<file path="config.mk">
export PLATFORM = sky130hd
export DESIGN_NAME = tamper_guard
export DESIGN_NICKNAME = d
export VERILOG_FILES = /design/src/rtl/tamper_pkg.sv /design/src/rtl/tamper_chan.sv /design/src/rtl/tamper_scrub.sv /design/src/rtl/tamper_strobe.sv /design/src/rtl/tamper_guard.sv
export SDC_FILE = /design/constraint.sdc
export NUM_CORES = 1
export LEC_CHECK = 0
export BUFFER_PORTS_ARGS = -buffer_cell sky130_fd_sc_hd__buf_2
export CAP_MARGIN = 20
export CELL_PAD_IN_SITES_DETAIL_PLACEMENT = 0
export CELL_PAD_IN_SITES_GLOBAL_PLACEMENT = 1
export CORE_UTILIZATION = 50
export CTS_CLUSTER_SIZE = 30
export DETAILED_ROUTE_END_ITERATION = 16
export PLACE_DENSITY = 0.76
export SYNTH_ARGS = -nofsm -noshare
export SYNTH_HDL_FRONTEND = slang
export SYNTH_SLANG_ARGS = --single-unit
</file>
<file path="constraint.sdc">
create_clock -name clk_i -period 4.8 [get_ports clk_i]
set_input_delay 0.24 -clock clk_i [delete_from_list [all_inputs] [get_ports clk_i]]
set_output_delay 0.24 -clock clk_i [all_outputs]
set_load 0.01 [all_outputs]
</file>
<file path="src/rtl/tamper_pkg.sv">
package tamper_pkg;
  localparam int unsigned N_CH   = 2;
  localparam int unsigned ADDR_W = 8;
  localparam int unsigned DATA_W = 8;

  // control byte fields
  localparam int unsigned C_EN   = 0;
  localparam int unsigned C_LOW  = 1;
  localparam int unsigned C_INT  = 2;
  localparam int unsigned C_EXT  = 3;
  localparam int unsigned C_BITS = 4;

  localparam logic [ADDR_W-1:0] A_CTRL0  = 8'h80;
  localparam logic [ADDR_W-1:0] A_WIDTH  = 8'h82;
  localparam logic [ADDR_W-1:0] A_STATUS = 8'h83;
  localparam logic [ADDR_W-1:0] A_TIME0  = 8'h84;

  typedef struct packed {
    logic ext;
    logic int_clr;
    logic low;
    logic en;
  } ch_cfg_t;

  function automatic logic [4:0] pulse_len(input logic [1:0] sel);
    return (sel == 2'd0) ? 5'd1 : (5'd2 << sel);
  endfunction
endpackage

</file>
<file path="src/rtl/tamper_chan.sv">
module tamper_chan #(
  parameter int unsigned DB_LEN = 3
) (
  input  logic clk_i,
  input  logic rst_ni,
  input  logic pin_i,
  input  logic en_i,
  input  logic low_i,
  output logic evt_o
);
  logic s1_q, s2_q, deb_q, qual_q;
  logic [DB_LEN-1:0] hist_q;
  logic qual;

  always_ff @(posedge clk_i or negedge rst_ni) begin
    if (!rst_ni) begin
      s1_q   <= 1'b0;
      s2_q   <= 1'b0;
      hist_q <= '0;
      deb_q  <= 1'b0;
      qual_q <= 1'b0;
    end else begin
      s1_q   <= pin_i;
      s2_q   <= s1_q;
      hist_q <= {hist_q[DB_LEN-2:0], s2_q};
      if (&hist_q)       deb_q <= 1'b1;
      else if (~|hist_q) deb_q <= 1'b0;
      qual_q <= qual;
    end
  end

  assign qual  = en_i & (deb_q ^ low_i);
  assign evt_o = qual & ~qual_q;
endmodule

</file>
<file path="src/rtl/tamper_scrub.sv">
module tamper_scrub #(
  parameter int unsigned DEPTH  = 128,
  parameter int unsigned DATA_W = 8,
  localparam int unsigned AW    = $clog2(DEPTH)
) (
  input  logic              clk_i,
  input  logic              rst_ni,
  input  logic              start_i,
  input  logic              we_i,
  input  logic [AW-1:0]     addr_i,
  input  logic [DATA_W-1:0] wdata_i,
  output logic [DATA_W-1:0] rdata_o,
  output logic              busy_o,
  output logic              done_o
);
  logic [DATA_W-1:0] mem [DEPTH];
  logic [AW-1:0] ptr_q;
  logic busy_q, done_q;

  always_ff @(posedge clk_i or negedge rst_ni) begin
    if (!rst_ni) begin
      ptr_q  <= '0;
      busy_q <= 1'b0;
      done_q <= 1'b0;
    end else if (start_i) begin
      ptr_q  <= '0;
      busy_q <= 1'b1;
      done_q <= 1'b0;
    end else if (busy_q) begin
      ptr_q <= ptr_q + 1'b1;
      if (ptr_q == AW'(DEPTH - 1)) begin
        busy_q <= 1'b0;
        done_q <= 1'b1;
      end
    end
  end

  always_ff @(posedge clk_i) begin
    if (busy_q)    mem[ptr_q]  <= '0;
    else if (we_i) mem[addr_i] <= wdata_i;
  end

  assign rdata_o = busy_q ? '0 : mem[addr_i];
  assign busy_o  = busy_q;
  assign done_o  = done_q;
endmodule

</file>
<file path="src/rtl/tamper_strobe.sv">
module tamper_strobe #(
  parameter int unsigned CNT_W = 5
) (
  input  logic       clk_i,
  input  logic       rst_ni,
  input  logic       start_i,
  input  logic [1:0] sel_i,
  input  logic       tick_i,
  output logic       strobe_o
);
  import tamper_pkg::*;
  logic [CNT_W-1:0] cnt_q;
  logic on_q;

  always_ff @(posedge clk_i or negedge rst_ni) begin
    if (!rst_ni) begin
      cnt_q <= '0;
      on_q  <= 1'b0;
    end else if (start_i) begin
      cnt_q <= CNT_W'(pulse_len(sel_i));
      on_q  <= 1'b1;
    end else if (on_q && tick_i) begin
      if (cnt_q == CNT_W'(1)) begin
        on_q  <= 1'b0;
        cnt_q <= '0;
      end else begin
        cnt_q <= cnt_q - 1'b1;
      end
    end
  end

  assign strobe_o = on_q;
endmodule

</file>
<file path="src/rtl/tamper_guard.sv">
module tamper_guard
  import tamper_pkg::*;
#(
  parameter int unsigned RAM_DEPTH = 128,
  parameter int unsigned TIME_W    = 32,
  parameter int unsigned DB_LEN    = 3,
  parameter int unsigned CNT_W     = 5,
  localparam int unsigned RAM_AW   = $clog2(RAM_DEPTH),
  localparam int unsigned T_BYTES  = TIME_W / 8
) (
  input  logic              clk_i,
  input  logic              rst_ni,
  input  logic              reg_we_i,
  input  logic [ADDR_W-1:0] reg_addr_i,
  input  logic [DATA_W-1:0] reg_wdata_i,
  output logic [DATA_W-1:0] reg_rdata_o,
  input  logic [N_CH-1:0]   tamper_i,
  input  logic              tick_i,
  input  logic [TIME_W-1:0] time_i,
  output logic              strobe_o
);
  ch_cfg_t cfg_q [N_CH];
  logic [1:0] width_q;
  logic [N_CH-1:0] evt, flags_q;
  logic frozen_q, release_frz;
  logic [TIME_W-1:0] snap_q, view;
  logic trip_q, first_idx;
  logic start_int, start_ext;
  logic ram_sel, ram_we, clr_busy, clr_done;
  logic [DATA_W-1:0] ram_rdata;

  generate
    for (genvar g = 0; g < N_CH; g++) begin : g_ch
      tamper_chan #(.DB_LEN(DB_LEN)) u_chan (
        .clk_i (clk_i),
        .rst_ni(rst_ni),
        .pin_i (tamper_i[g]),
        .en_i  (cfg_q[g].en),
        .low_i (cfg_q[g].low),
        .evt_o (evt[g])
      );
    end
  endgenerate

  always_comb begin
    start_int = 1'b0;
    start_ext = 1'b0;
    first_idx = 1'b0;
    for (int i = N_CH - 1; i >= 0; i--) begin
      start_int = start_int | (evt[i] & cfg_q[i].int_clr);
      start_ext = start_ext | (evt[i] & cfg_q[i].ext);
      if (evt[i]) first_idx = 1'(i);
    end
  end

  // control, width and flag registers
  always_ff @(posedge clk_i or negedge rst_ni) begin
    if (!rst_ni) begin
      for (int i = 0; i < N_CH; i++) cfg_q[i] <= '0;
      width_q <= '0;
      flags_q <= '0;
    end else begin
      for (int i = 0; i < N_CH; i++) begin
        if (reg_we_i && reg_addr_i == A_CTRL0 + ADDR_W'(i))
          cfg_q[i] <= ch_cfg_t'(reg_wdata_i[C_BITS-1:0]);
        if (evt[i])
          flags_q[i] <= 1'b1;
        else if (reg_we_i && reg_addr_i == A_STATUS && reg_wdata_i[i])
          flags_q[i] <= 1'b0;
      end
      if (reg_we_i && reg_addr_i == A_WIDTH) width_q <= reg_wdata_i[1:0];
    end
  end

  // time freeze
  assign release_frz = frozen_q && !cfg_q[trip_q].en;

  always_ff @(posedge clk_i or negedge rst_ni) begin
    if (!rst_ni) begin
      frozen_q <= 1'b0;
      snap_q   <= '0;
      trip_q   <= 1'b0;
    end else if (release_frz) begin
      frozen_q <= 1'b0;
    end else if (!frozen_q && |evt) begin
      frozen_q <= 1'b1;
      snap_q   <= time_i;
      trip_q   <= first_idx;
    end
  end

  assign view = frozen_q ? snap_q : time_i;

  assign ram_sel = (reg_addr_i[ADDR_W-1] == 1'b0);
  assign ram_we  = reg_we_i && ram_sel;

  tamper_scrub #(.DEPTH(RAM_DEPTH), .DATA_W(DATA_W)) u_scrub (
    .clk_i  (clk_i),
    .rst_ni (rst_ni),
    .start_i(start_int),
    .we_i   (ram_we),
    .addr_i (reg_addr_i[RAM_AW-1:0]),
    .wdata_i(reg_wdata_i),
    .rdata_o(ram_rdata),
    .busy_o (clr_busy),
    .done_o (clr_done)
  );

  tamper_strobe #(.CNT_W(CNT_W)) u_strobe (
    .clk_i   (clk_i),
    .rst_ni  (rst_ni),
    .start_i (start_ext),
    .sel_i   (width_q),
    .tick_i  (tick_i),
    .strobe_o(strobe_o)
  );

  always_comb begin
    reg_rdata_o = '0;
    if (ram_sel) begin
      reg_rdata_o = ram_rdata;
    end else begin
      for (int i = 0; i < N_CH; i++)
        if (reg_addr_i == A_CTRL0 + ADDR_W'(i))
          reg_rdata_o = DATA_W'(cfg_q[i]);
      if (reg_addr_i == A_WIDTH)  reg_rdata_o = DATA_W'(width_q);
      if (reg_addr_i == A_STATUS) reg_rdata_o = DATA_W'({frozen_q, clr_done, flags_q});
      for (int b = 0; b < T_BYTES; b++)
        if (reg_addr_i == A_TIME0 + ADDR_W'(b))
          reg_rdata_o = view[b*8 +: 8];
    end
  end
endmodule

</file>
Word-level counts from Yosys, hierarchy flattened
Memory sizes are Yosys's and may differ from the RTL's. Index checks and enable logic that the tools add are counted.

Output and inout port bits: 9. Logic and storage cells: 141. Memories: 1. Input port bits: 54. RAM bits: 1024. Register bits after elaboration: 75.

Memory list: u_scrub.mem (depth 128, width 8, rd ports 1, clocked after Yosys merged registers in 0, write ports 1, line tamper_scrub.sv:16) `logic [DATA_W-1:0] mem [DEPTH];`.

Mux-type cells: 49. Bitwise operators: 17. $lt $le $gt $ge: 1. Reductions and logical operators: 29. Equality and inequality tests: 12. Shift operators: 1. Add/subtract/negate cells: 2.

Operator list (count): 8-bit 2-to-1 mux (9); 8-bit equality test, second input constant (8); 32-bit 2-to-1 mux (1); 1-bit 2-to-1 mux (30); 7-bit 2-to-1 mux (3); 5-bit 2-to-1 mux (4); 2-bit nonzero test (7); 1-bit logical AND (10); 1-bit bitwise AND (8); 4-bit 2-to-1 mux (2); 8-bit OR reduction (1); 7-bit by 1-bit adder with 7-bit output, second input constant (1); 7-bit equality test, second input constant (1); 2-bit AND reduction (3); 3-bit AND reduction (2); 3-bit OR reduction (2); 5-bit by 1-bit equality test with 1-bit output, second input constant (1); 2-bit by 2-bit << shifter with 5-bit output, first input constant (1); 5-bit by 1-bit subtractor with 5-bit output, second input constant (1); 2-bit by 1-bit != test with 1-bit output, second input constant (2); 1-bit NOT (4); 2-bit greater-or-equal comparator, second input constant (1); 1-bit zero test (2); 2-bit zero test (1); 4 further kinds (6).

Logic depth before layout (Yosys ltp)
Gate-level depths: netlist of run 1.

Word-level depth: 10. Mapped depth: 11. Mapped depth without buffers: 7.

Modules after synthesis
Synthesis of run 1 repeated with hierarchy kept, for this count alone.

Cells, all modules: 2253. Area total of the unflattened synthesis: 44058.5 um^2.

Modules (own cells, without submodules): tamper_scrub (area each 40525.1 um^2, seq. area each 30974.7 um^2, instances 1, cells an instance 1980); tamper_guard (area each 2693.8 um^2, seq. area each 1151.1 um^2, instances 1, cells an instance 204); tamper_chan (area each 219.0 um^2, seq. area each 175.2 um^2, instances 2, cells an instance 14); tamper_strobe (area each 401.6 um^2, seq. area each 150.1 um^2, instances 1, cells an instance 41).

Least setup slack after synthesis of run 1
Ideal clock, no wire load.

Path type: reg2reg. From: register u_scrub.busy_q (netlist: u_scrub.busy_o). To: memory u_scrub.mem[0][0], data pin. Path buffers: 1. Period minus slack after synthesis: 3511 ps. Setup slack: 1289 ps. Cell stages (with the launch flop): 4. Required time: 4265 ps. Arrival: 2976 ps. Path through: dfrtp_1 -> nor3b_1 -> clkbuf_1 -> and2_1.

Longest elaborated chain between the ends: 4.

Ends and longest elaborated chain: from (decl) (line tamper_scrub.sv:18) `logic busy_q, done_q;`; from (signal assigned) (line tamper_scrub.sv:23) `busy_q <= 1'b0;`; from (signal assigned) (line tamper_scrub.sv:27) `busy_q <= 1'b1;`; from (signal assigned) (line tamper_scrub.sv:32) `busy_q <= 1'b0;`; 1-bit 2-to-1 mux (line tamper_scrub.sv:39) `if (busy_q) mem[ptr_q] <= '0;`; 1-bit 2-to-1 mux (implied by the code) (line tamper_scrub.sv:40) `else if (we_i) mem[addr_i] <= wdata_i;`; 8-bit OR reduction (no source line); 8-bit 2-to-1 mux (no source line); to (decl) (line tamper_scrub.sv:16).

Every way passes these cells.

Worst setup path in the final report of run 1
From: input reg_addr_i[0]. To: output reg_rdata_o[4].

Longest elaborated chain between the ends: 7.

Ends and longest elaborated chain: from (decl) (line tamper_guard.sv:14) `input logic [ADDR_W-1:0] reg_addr_i,`; parallel branches: the longest is 6 deep, another holds memory 128 x 8 bit; 8-bit 2-to-1 mux * (line tamper_guard.sv:120) `if (ram_sel) begin`; to (decl) (line tamper_guard.sv:16) `output logic [DATA_W-1:0] reg_rdata_o,`.

Every way passes the cells marked *.

==> results of run 1 <==
## cells in the mapped netlist (18+ instances only)
cell	instances
sky130_fd_sc_hd__edfxtp_1	1024
sky130_fd_sc_hd__mux4_2	235
sky130_fd_sc_hd__nor2_1	164
sky130_fd_sc_hd__mux2i_1	112
sky130_fd_sc_hd__nand2_1	87
sky130_fd_sc_hd__dfrtp_1	75
sky130_fd_sc_hd__mux2_2	73
sky130_fd_sc_hd__clkbuf_1	39
sky130_fd_sc_hd__buf_2	38
sky130_fd_sc_hd__a21oi_1	35
sky130_fd_sc_hd__a22oi_1	35
sky130_fd_sc_hd__buf_4	27
sky130_fd_sc_hd__o21ai_0	27
sky130_fd_sc_hd__a211oi_1	19
sky130_fd_sc_hd__and2_1	18
## state kept, by name (all words and copies together) (netlist names), 2 cells and up
register            count
g_ch.u_chan.s2_q        2
cfg_q                   8
snap_q                 32
u_strobe.cnt_q          5
flags_q                 2
u_scrub.mem          1024
g_ch.u_chan.s1_q        2
u_scrub.ptr_q           7
g_ch.u_chan.hist_q      6
width_q                 2
g_ch.u_chan.deb_q       2
g_ch.u_chan.qual_q      2
## cell families after synthesis
kind of cell	count (synthesis)	synth area share, %
simple gates	369	3.80
fa+ha+maj	3	0.0855
mux	420	16.5
flops	1099	74.3
buf+inv	135	1.77
xor+xnor	8	0.160
compound gates	214	3.44
## routing by layer
layer / vias to the layer above / global-route usage (%) / part of all wire [%]
met1: 12200 / 35.9 / 40
met3: 206 / 4.15 / 9.1
li1: 9613 / - / -
met2: 1203 / 39.7 / 48
met4: 4 / 7.39 / 2.7
met5: - / 0 / 0.018
## cell type report
class	count	area, um2	area share, %
Clock buffer	135	2800	5.59
Multi-Input combinational cell	1014	10600	21.0
Tap cell	1155	1450	2.88
Inverter	10	38.8	0.0774
Timing Repair Buffer	242	1960	3.91
Clock inverter	60	708	1.41
Sequential cell	1099	32600	65.1
## layout by cell type, fill, tap and decap left out, types with 13 or more instances in the layout
cell / n
sky130_fd_sc_hd__clkbuf_16: 107
sky130_fd_sc_hd__a21oi_1: 35
sky130_fd_sc_hd__dlygate4sd3_1: 40
sky130_fd_sc_hd__nand2_1: 87
sky130_fd_sc_hd__nand3_1: 15
sky130_fd_sc_hd__edfxtp_1: 1024
sky130_fd_sc_hd__nor2b_1: 13
sky130_fd_sc_hd__buf_2: 59
sky130_fd_sc_hd__buf_4: 127
sky130_fd_sc_hd__nor2_1: 163
sky130_fd_sc_hd__nand2b_1: 17
sky130_fd_sc_hd__clkinv_1: 16
sky130_fd_sc_hd__mux2_2: 73
sky130_fd_sc_hd__clkbuf_1: 26
sky130_fd_sc_hd__clkinv_2: 15
sky130_fd_sc_hd__dfrtp_1: 75
sky130_fd_sc_hd__mux4_2: 235
sky130_fd_sc_hd__o21ai_0: 25
sky130_fd_sc_hd__mux2i_1: 112
sky130_fd_sc_hd__a211oi_1: 19
sky130_fd_sc_hd__a22oi_1: 35
## critical path, cell delays in order
cell and delay [ps]:
sky130_fd_sc_hd__buf_8 550, sky130_fd_sc_hd__buf_12 260, sky130_fd_sc_hd__buf_12 210, sky130_fd_sc_hd__mux4_2 510
sky130_fd_sc_hd__mux2_2 300, sky130_fd_sc_hd__o221ai_1 230, sky130_fd_sc_hd__a31oi_1 150, sky130_fd_sc_hd__o31ai_1 690
sky130_fd_sc_hd__o22ai_1 200, sky130_fd_sc_hd__buf_2 200
## path summary, 6_finish.rpt
kind,from,end,cells after the start
setup / recovery,reg_addr_i[0],reg_rdata_o[4],10
hold / removal,reg_wdata_i[7],u_scrub.mem[70][7]$_DFFE_PP_,2
setup reg to reg,u_scrub.busy_o$_DFF_PN0_,u_scrub.mem[19][2]$_DFFE_PP_,6
hold reg to reg,g_ch[1].u_chan.s2_q$_DFF_PN0_,g_ch[1].u_chan.hist_q[0]$_DFF_PN0_,0
max in group asynchronous,rst_ni,g_ch[1].u_chan.s1_q$_DFF_PN0_,2
min in group asynchronous,rst_ni,snap_q[5]$_DFFE_PN0P_,2
## timing repair
action                                 in CTS  in global routing
resized for setup                           0                  0
hold buffers                               40                  0
endpoints found under the hold margin     123                  0
buffers inserted                            0                  0
## per-stage QoR
step	total power, uW	worst slack [ps]	cell area, um2	cells	util (%)
after floorplan	11900	1290	43900	2248	-
after global placement	12400	867	46200	3478	53.2
after detailed placement	12400	922	46200	3479	53.2
after CTS	20800	914	50100	3714	57.7
after global routing	21200	814	50100	3715	57.7
final	20700	917	50100	3715	57.7
## power by group through the flow
stage	sequential (uW)	clock (uW)	combinational (uW)
3_5_place_dp	11000	0	1450
3_3_place_gp	11000	0	1410
4_1_cts	10800	8480	1480
2_1_floorplan	11000	0	900
6_report	10800	8400	1480
5_1_grt	10800	8840	1560
==> out/qor.log, run 1 <==
INFO  status         outcome=completed
INFO  sta            timing_hold_violations_final=0
INFO  sta            max_freq=258MHz
INFO  sta            timing.slew.headroom=29.2%
INFO  place          dp.final_hpwl=69.2mm
INFO  sta            final.hold.worst_slack=156ps
INFO  clocking       cts_max_path_buffers=3
INFO  detailed_routing post-route-drc-count=0
INFO  worst_setup_path worst_ep_required_time=4560ps
INFO  detailed_routing wl_per_cell=29.6um
INFO  run            max_cap_violations=0
INFO  detailed_routing finalWirelength=110mm
INFO  clocking       clock_slew_at_the_register_clock_pins_of_the_worst_setup_and_hold_paths=70ps
INFO  detailed_routing viasPerCell=6.24
INFO  sta            tightest_slew=1060ps
INFO  global_route   wire_length_of_the_first_global_routing_pass=161mm
INFO  min_path       hold_removal_path_class=primary input to flop
INFO  synthesis      yosysUniqueCellTypes=65
INFO  power          switching_share=22.3%
INFO  die            total_i_o_pin_count=63
INFO  sta            timing.clock.skew=19.0ps
INFO  sta            rsz0062_at_grt=false
INFO  synthesis      synth_seq_cells=1,099
INFO  die            die_w=298um
INFO  synthesis      syn-cell-area=43,900um2
INFO  global_route   global_route.usage.total=25.0%
INFO  clocking       cts-buffers-inserted=106
INFO  detailed_routing detail_route.first_pass.iterations=5
INFO  worst_setup_path critical_path_arrival=3640ps
INFO  die            rows=108
INFO  synthesis      synthesis.instances=2,248
INFO  synthesis      synth_area_per_cell=19.5um2
INFO  synthesis      ys_seq_area_share=74.3%
INFO  cells_and_area antenna-diode-count=0
INFO  sta            fin_setup_tns=0ps
INFO  synthesis      synth_top_cell_area_share=70.0%
INFO  sta            setup_viol=0
INFO  cells_and_area final_layout_size_suffix_gt1_share=26.8%
INFO  synthesis      synthArstFlopShare=6.82%
INFO  cells_and_area areaGrowthSynthToFinish=14.1%
INFO  synthesis      yosys_warnings=0
INFO  worst_setup_path critical_path_class=primary input to primary output
INFO  worst_setup_path reg2reg_setup_slack=1110ps
INFO  synthesis      ys_top_cells_by_area=sky130_fd_sc_hd__edfxtp_1 70%, sky130_fd_sc_hd__mux4_2 12%, sky130_fd_sc_hd__dfrtp_1 4.3%, sky130_fd_sc_hd__mux2i_1 2.6%, sky130_fd_sc_hd__mux2_2 1.9%
INFO  sta            layout_worst_path_cycle_share=80.9%
INFO  clocking       cts.root.buffer_cell=sky130_fd_sc_hd__clkbuf_16
INFO  clocking       tritoncts=yes
INFO  global_route   gr-total-overflow=0
INFO  cells_and_area final_net_count=2,530
INFO  place          place_congestion=0.891
INFO  worst_setup_path critical_path.endpoint_type=primary output
INFO  power          p_clk_share=40.6%
INFO  worst_setup_path crit_fanout=62
INFO  die            die_area=89,000um2
INFO  global_route   grt_start_max_net_pins=93
INFO  power          power.share.sequential=52.2%
INFO  synthesis      synthFlopType=sky130_fd_sc_hd__edfxtp_1
INFO  place          quantity_of_i_o_buffers_inserted_on_ports=62
INFO  detailed_routing drt_iter0_markers=2,930
INFO  power          power.combinational.fraction=7.2%
INFO  synthesis      synth.largest_area_cell=sky130_fd_sc_hd__edfxtp_1
INFO  synthesis      mappedNetlistNets=2,305
INFO  die            die_y=298um
INFO  sta            post-route-min-period=3880ps
INFO  global_route   number_of_antenna_violations_at_the_first_check_in_global_routing=3
INFO  die            design.core.area=86,900um2
INFO  clocking       clock_latency_late_sink=690ps
INFO  die            initial_utilization=50.6%
INFO  cells_and_area filler_cell_count=6,335
INFO  sta            final-max-slew-violation-count=0
INFO  power          leakagePower=0.0167uW
INFO  power          power.switching=4610uW
INFO  power          cellPowerDensity=412nW/um2
INFO  detailed_routing ant_nets=0
INFO  worst_setup_path worstSetupStartpointType=primary input
INFO  detailed_routing via_count=23,200
INFO  clocking       clock_sinks=1,099
INFO  clocking       h-tree-depth=3
INFO  global_route   vias_in_the_first_global_route=23,500
INFO  power          vdd_drop_max=0.000284V
INFO  synthesis      synth_edf_count=1,024
INFO  power          cell_int_power=16,100uW
(Power assumes the default switching activity.)
==> run 2, diff against run 1 <==
- clock period: 4.8 -> 3.6 ns (I/O delays scaled with it)
==> out/qor.log, run 2 (synthesis results as in run 1) <==
INFO  worst_setup_path critical_path.endpoint_type=primary output
INFO  global_route   number_of_antenna_violations_at_the_first_check_in_global_routing=0
INFO  run            max_cap_violations=0
INFO  worst_setup_path critical-path-slowest-cell=sky130_fd_sc_hd__mux4_2
INFO  cells_and_area areaGrowthSynthToFinish=16.0%
INFO  place          dp.final_hpwl=71.5mm
INFO  detailed_routing viasPerCell=6.18
INFO  clocking       h-tree-depth=3
INFO  worst_setup_path critical-path-max-stage-delay=460ps
INFO  sta            timing.slew.headroom=22.1%
INFO  global_route   gr-total-overflow=0
INFO  cells_and_area final_net_count=2,627
INFO  sta            rsz0062_at_grt=false
INFO  die            die_area=89,000um2
INFO  sta            timing_hold_violations_final=0
INFO  power          leakagePower=0.0172uW
INFO  worst_setup_path critical_path_arrival=3340ps
INFO  worst_setup_path worst-path-buf-inv=2
INFO  global_route   wire_length_of_the_first_global_routing_pass=163mm
INFO  cells_and_area largest_reg_flops=1,024
INFO  detailed_routing wl_per_cell=29.2um
INFO  sta            layout_worst_path_cycle_share=97.9%
INFO  sta            setup_viol=0
INFO  power          vdd_drop_max=0.000348V
INFO  clocking       cts_max_path_buffers=3
INFO  status         outcome=completed
INFO  sta            fin_setup_tns=0ps
INFO  clocking       cts-buffers-inserted=106
INFO  sta            timing.clock.skew=24.3ps
INFO  die            total_i_o_pin_count=63
INFO  worst_setup_path critical_path_class=flop to primary output
INFO  clocking       clock_sinks=1,099
INFO  min_path       holdPathStages=4
INFO  clocking       cts.root.buffer_cell=sky130_fd_sc_hd__clkbuf_16
INFO  clocking       clock_latency_late_sink=690ps
INFO  place          place_congestion=0.884
INFO  die            die_y=298um
INFO  cells_and_area final_layout_size_suffix_gt1_share=29.6%
INFO  cells_and_area filler_cell_count=6,195
INFO  worst_setup_path worstSetupPathDepth=8
INFO  cells_and_area mostFrequentLayoutCell=sky130_fd_sc_hd__edfxtp_1
INFO  detailed_routing post-route-drc-count=0
INFO  min_path       hold_removal_path_class=primary input to flop
INFO  detailed_routing finalWirelength=111mm
INFO  worst_setup_path cp_top_family=compound AO/OA/AOI/OAI gates
INFO  die            die_w=298um
INFO  sta            max_freq=284MHz
INFO  global_route   vias_in_the_first_global_route=24,000
INFO  detailed_routing via_count=23,600
INFO  clocking       tritoncts=yes
INFO  worst_setup_path worst_ep_required_time=3420ps
INFO  power          overall_power_consumption=27,700uW
INFO  detailed_routing drt_iter0_markers=2,680
INFO  sta            final-max-slew-violation-count=0
INFO  detailed_routing ant_nets=0
INFO  worst_setup_path rr_worst_depth=7
INFO  worst_setup_path critical_path.cell_chain=mux4_2, mux2_2, a221oi_2, o41ai_1, a211oi_2, buf_4, o221ai_1, buf_2
INFO  worst_setup_path crit_fanout=1
INFO  cells_and_area max_flop_register=u_scrub.mem
INFO  sta            post-route-min-period=3520ps
INFO  cells_and_area biggestRegsByFlops=u_scrub.mem (1024), snap_q (32), cfg_q (8)
INFO  worst_setup_path worstSetupStartpointType=flop
INFO  cells_and_area mostFrequentLayoutCells=1,024 x sky130_fd_sc_hd__edfxtp_1, 235 x sky130_fd_sc_hd__mux4_2, 219 x sky130_fd_sc_hd__buf_4
INFO  cells_and_area finalCoreUtilization=58.6%
INFO  sta            tightest_slew=1170ps
INFO  power          cellPowerDensity=544nW/um2
INFO  global_route   grt_start_max_net_pins=76
INFO  detailed_routing detail_route.first_pass.iterations=6
INFO  die            rows=108
INFO  place          quantity_of_i_o_buffers_inserted_on_ports=62
INFO  clocking       clock_slew_at_the_register_clock_pins_of_the_worst_setup_and_hold_paths=60ps
INFO  die            initial_utilization=50.6%
INFO  global_route   global_route.usage.total=25.3%
INFO  cells_and_area antenna-diode-count=0
INFO  die            design.core.area=86,900um2
==> run 2: cell count changes in the layout (fill, tap and decap cells not counted), sizes merged <==
cell      previous run  this run
clkinvlp             7         5
bufinv              12        13
buf                202       299
clkbuf             135       136
inv                 12        15
clkinv              39        38
==> run 2: final cells by class <==
cell class | instances | area, um2 | share of cell area (%)
inverters | 10 | 38.8 | 0.0761
repair buffers | 339 | 2740 | 5.38
multi-input cells | 1014 | 10600 | 20.7
clock buffers | 136 | 2850 | 5.59
well taps | 1155 | 1450 | 2.84
flip-flops and latches | 1099 | 32600 | 64.0
clock inverters | 61 | 677 | 1.33
==> run 2: path summary, 6_finish.rpt <==
check | start | endpoint | slack (ps)
max in group asynchronous | rst_ni | frozen_q$_DFFE_PN0P_ | 2720
max reg2reg | u_scrub.busy_o$_DFF_PN0_ | u_scrub.mem[106][0]$_DFFE_PP_ | 370
min in group asynchronous | rst_ni | snap_q[28]$_DFFE_PN0P_ | 210
min | reg_we_i | flags_q[1]$_DFFE_PN0P_ | 120
max | u_scrub.mem[72][0]$_DFFE_PP_ | reg_rdata_o[0] | 80
min reg2reg | g_ch[0].u_chan.s1_q$_DFF_PN0_ | g_ch[0].u_chan.s2_q$_DFF_PN0_ | 360
==> run 2: power by group <==
| group | switching, uW | internal, uW | leakage (uW) | total, uW |
|---|---|---|---|---|
| sequential | 164 | 14200 | 0.0104 | 14400 |
| clock | 4730 | 6540 | 0.00172 | 11300 |
| combinational | 1210 | 846 | 0.00514 | 2050 |
==> run 2: per-layer routing <==
layer | vias to the layer above | global-route usage [%] | wire (um)
met5 | - | 0 | 0
met4 | 0 | 8.39 | 3620
met3 | 214 | 4.75 | 9050
met2 | 1153 | 39.9 | 53400
met1 | 12400 | 35.8 | 45300
li1 | 9813 | - | -
==> run 2: through the flow <==
step	setup WS, ps	hold WS (ps)	instances	area (um2)
4_1_cts	4.76	93.3	3814	50900
5_1_grt	21.4	130	3814	50900
3_5_place_dp	243	293	3577	47000
3_3_place_gp	255	293	3577	47000
2_1_floorplan	88.9	-116	2248	43900
6_report	77.4	124	3814	50900
==> run 2: tightest hold or removal path, cell delays in order <==
cell and delay (ps):
sky130_fd_sc_hd__buf_2 130, sky130_fd_sc_hd__and3_1 230, sky130_fd_sc_hd__nand4_1 110, sky130_fd_sc_hd__a21o_1 110
==> run 2: repair_timing <==
item,in CTS,in global routing
endpoints found under the setup margin,1,3
buffers inserted,0,0
resized for setup,1,3
endpoints found under the hold margin,125,0
hold buffers,40,0
pin swaps,0,1
==> run 3, diff against run 2 <==
- ABC_AREA: unset -> 1
- PLACE_DENSITY: 0.76 -> 0.81
==> out/qor.log, run 3 <==
INFO  status         outcome=completed
INFO  synthesis      synthesis.instances=4,251
INFO  worst_setup_path rr_startpoint=u_scrub.busy_o$_DFF_PN0_
INFO  clocking       cts.root.buffer_cell=sky130_fd_sc_hd__clkbuf_16
INFO  cells_and_area multi_input_area=11,400um2
INFO  sta            fin_setup_tns=0ps
INFO  worst_setup_path critical_path_arrival=3490ps
INFO  synthesis      synth_seq_cells=1,099
INFO  worst_setup_path crit_fanout=22
INFO  sta            setup_viol=0
INFO  cells_and_area finalCoreUtilization=57.7%
INFO  run            max_cap_violations=0
INFO  detailed_routing finalWirelength=126mm
INFO  cells_and_area final_net_count=4,439
INFO  min_path       min-delay-start=tamper_i[0]
INFO  synthesis      synthMostInstantiatedCell=sky130_fd_sc_hd__nand2_1
INFO  cells_and_area largest_reg_flops=1,024
INFO  synthesis      ys_seq_area_share=71.6%
INFO  synthesis      synth.largest_area_cell=sky130_fd_sc_hd__edfxtp_1
INFO  worst_setup_path worst_ep_required_time=3910ps
INFO  global_route   global_route.usage.total=27.4%
INFO  die            design.core.area=90,100um2
INFO  sta            max_freq=315MHz
INFO  clocking       h-tree-depth=3
INFO  detailed_routing viasPerCell=5.50
INFO  synthesis      syn-cell-area=45,600um2
INFO  global_route   number_of_antenna_violations_at_the_first_check_in_global_routing=2
INFO  sta            tightest_slew=897ps
INFO  synthesis      synthFlopType=sky130_fd_sc_hd__edfxtp_1
INFO  detailed_routing post-route-drc-count=0
INFO  place          place_congestion=0.874
INFO  detailed_routing via_count=31,100
INFO  worst_setup_path crit-reg2reg-capture=u_scrub.mem[25][6]$_DFFE_PP_
INFO  detailed_routing drt_iter0_markers=3,578
INFO  cells_and_area regArea=32,600um2
INFO  sta            timing.slew.headroom=40.2%
INFO  min_path       hold_removal_path_class=primary input to flop
INFO  synthesis      synthArstFlopShare=6.82%
INFO  sta            final-max-slew-violation-count=0
INFO  worst_setup_path reg2reg_setup_slack=420ps
INFO  clocking       post_cts_buffers=0
INFO  cells_and_area filler_cell_count=7,370
INFO  power          leakagePower=0.0203uW
INFO  power          cellPowerDensity=544nW/um2
INFO  cells_and_area mostFrequentLayoutCells=1,809 x sky130_fd_sc_hd__nand2_1, 1,024 x sky130_fd_sc_hd__edfxtp_1, 386 x sky130_fd_sc_hd__nor2_1
INFO  sta            post-route-min-period=3180ps
INFO  worst_setup_path rr_worst_depth=7
INFO  clocking       postCtsResizedCells=0
INFO  clocking       postCtsHoldBufs=44
INFO  die            initial_utilization=50.6%
INFO  sta            timing_hold_violations_final=0
INFO  power          vdd_drop_max=0.000402V
INFO  clocking       clock_slew_at_the_register_clock_pins_of_the_worst_setup_and_hold_paths=60ps
INFO  cells_and_area final_layout_size_suffix_gt1_share=8.67%
INFO  cells_and_area antenna-diode-count=0
INFO  detailed_routing detail_route.first_pass.iterations=6
INFO  synthesis      synth_area_per_cell=10.7um2
INFO  die            die_y=304um
INFO  clocking       cts-buffers-inserted=109
INFO  min_path       sink_of_the_worst_hold_path=g_ch[0].u_chan.s1_q$_DFF_PN0_
INFO  cells_and_area areaGrowthSynthToFinish=14.1%
INFO  synthesis      ys_top_cells_by_area=sky130_fd_sc_hd__edfxtp_1 67%, sky130_fd_sc_hd__nand2_1 15%, sky130_fd_sc_hd__dfrtp_1 4.1%, sky130_fd_sc_hd__nor2_1 3.3%, sky130_fd_sc_hd__nand3_1 2.2%
INFO  place          quantity_of_i_o_buffers_inserted_on_ports=62
INFO  global_route   wire_length_of_the_first_global_routing_pass=189mm
INFO  synthesis      yosysUniqueCellTypes=41
INFO  worst_setup_path worstSetupStartpointType=flop
INFO  clocking       clock_sinks=1,099
INFO  synthesis      mappedNetlistNets=4,308
INFO  sta            timing.clock.skew=38.7ps
INFO  worst_setup_path critical_path.endpoint_type=flop
INFO  global_route   vias_in_the_first_global_route=30,200
INFO  power          overall_power_consumption=28,300uW
INFO  sta            rsz0062_at_grt=false
INFO  synthesis      yosys_warnings=0
INFO  synthesis      yosys-top-cells-count=1,809 x sky130_fd_sc_hd__nand2_1, 1,024 x sky130_fd_sc_hd__edfxtp_1, 396 x sky130_fd_sc_hd__nor2_1
INFO  clocking       clock_latency_late_sink=690ps
INFO  global_route   gr-total-overflow=0
INFO  die            die_w=304um
INFO  cells_and_area max_flop_register=u_scrub.mem
INFO  place          dp.final_hpwl=75.4mm
INFO  sta            layout_worst_path_cycle_share=88.3%
INFO  synthesis      synth_top_cell_area_share=67.5%
INFO  detailed_routing wl_per_cell=22.3um
INFO  min_path       holdPathStages=2
INFO  detailed_routing ant_nets=0
INFO  worst_setup_path critical_path_class=flop to flop
INFO  die            total_i_o_pin_count=63
INFO  die            rows=110
INFO  clocking       cts_max_path_buffers=3
INFO  cells_and_area mostFrequentLayoutCell=sky130_fd_sc_hd__nand2_1
INFO  cells_and_area biggestRegsByFlops=u_scrub.mem (1024), snap_q (32), cfg_q (8)
INFO  clocking       tritoncts=yes
INFO  synthesis      synth_edf_count=1,024
INFO  die            die_area=92,400um2
INFO  global_route   grt_start_max_net_pins=129
-- run 3: changes by cell type in the layout (fill, tap and decap cells not counted), sizes merged, moves of 122 or more --
cell | previous run | this run
nand2 | 87 | 1811
nor2 | 165 | 403
mux4 | 235 | 0
inv | 15 | 200
nand3 | 15 | 198
buf | 299 | 177
-- run 3: critical path: stages, from the launching register on --
cell	delay (ps)
sky130_fd_sc_hd__dfrtp_1	530
sky130_fd_sc_hd__nor2_8	250
sky130_fd_sc_hd__nand2_4	290
sky130_fd_sc_hd__o21ai_2	310
sky130_fd_sc_hd__inv_2	80
sky130_fd_sc_hd__nor2_1	290
sky130_fd_sc_hd__nand2_1	370
sky130_fd_sc_hd__nor2_1	680
-- run 3: area by class of cell --
| cell class | count | area share (%) |
|---|---|---|
| Tap cell | 1176 | 2.83 |
| Timing Repair Buffer | 223 | 3.90 |
| Inverter | 198 | 1.45 |
| Multi-Input combinational cell | 2751 | 21.9 |
| Sequential cell | 1099 | 62.7 |
| Clock inverter | 75 | 1.68 |
| Clock buffer | 128 | 5.46 |
-- run 3: stage by stage --
step / instance area [um2] / cells / hold slack (ps) / setup slack [ps]
CTS: 52000 / 5648 / 95.2 / 445
global placement: 47800 / 5401 / 296 / 520
global route: 52000 / 5650 / 127 / 279
finish: 52000 / 5650 / 127 / 421
floorplan: 45600 / 4251 / -116 / 182
detailed placement: 47800 / 5401 / 291 / 457
-- run 3: logic make-up (layout without fill, tap and decap cells) --
group	count (synthesis)	after routing	share of synthesized area, %
AND/OR/NAND/NOR	2519	2519	22.0
XOR/XNOR	5	5	0.0961
buffers and inverters	401	624	3.57
flip-flops	1099	1099	71.6
adder cells (fa/ha/maj)	3	3	0.0824
AO/OA/AOI/OAI	224	224	2.67
-- run 3: metal layers --
metal  part of all wire [%]  wire length (um)  global-route usage, %  up-vias
li1                       -                 -                      -    14500
met1                     42             53000                   38.0    14800
met2                     46             58200                   43.7     1493
met3                    8.3             10400                   4.23      243
met4                    3.6              4530                   10.6        2
met5                 0.0071                 9                      0        -
-- run 3: worst max path at each step --
stage	slack, ps	endpoint	startpoint	cells after the start
after floorplan	180	u_scrub.mem[0][0]$_DFFE_PP_	u_scrub.busy_o$_DFF_PN0_	6
after global placement	520	u_scrub.mem[18][3]$_DFFE_PP_	u_scrub.busy_o$_DFF_PN0_	7
after detailed placement	460	u_scrub.mem[53][7]$_DFFE_PP_	u_scrub.busy_o$_DFF_PN0_	7
after CTS	440	u_scrub.mem[18][2]$_DFFE_PP_	u_scrub.busy_o$_DFF_PN0_	7
after global routing	280	u_scrub.mem[87][0]$_DFFE_PP_	u_scrub.busy_o$_DFF_PN0_	7
final	420	u_scrub.mem[25][6]$_DFFE_PP_	u_scrub.busy_o$_DFF_PN0_	7
-- run 3: where the power goes --
group	leakage (uW)	switching, uW	internal (uW)
registers	0.0103	157	14200
logic	0.00821	1570	610
clock network	0.00178	4910	6820
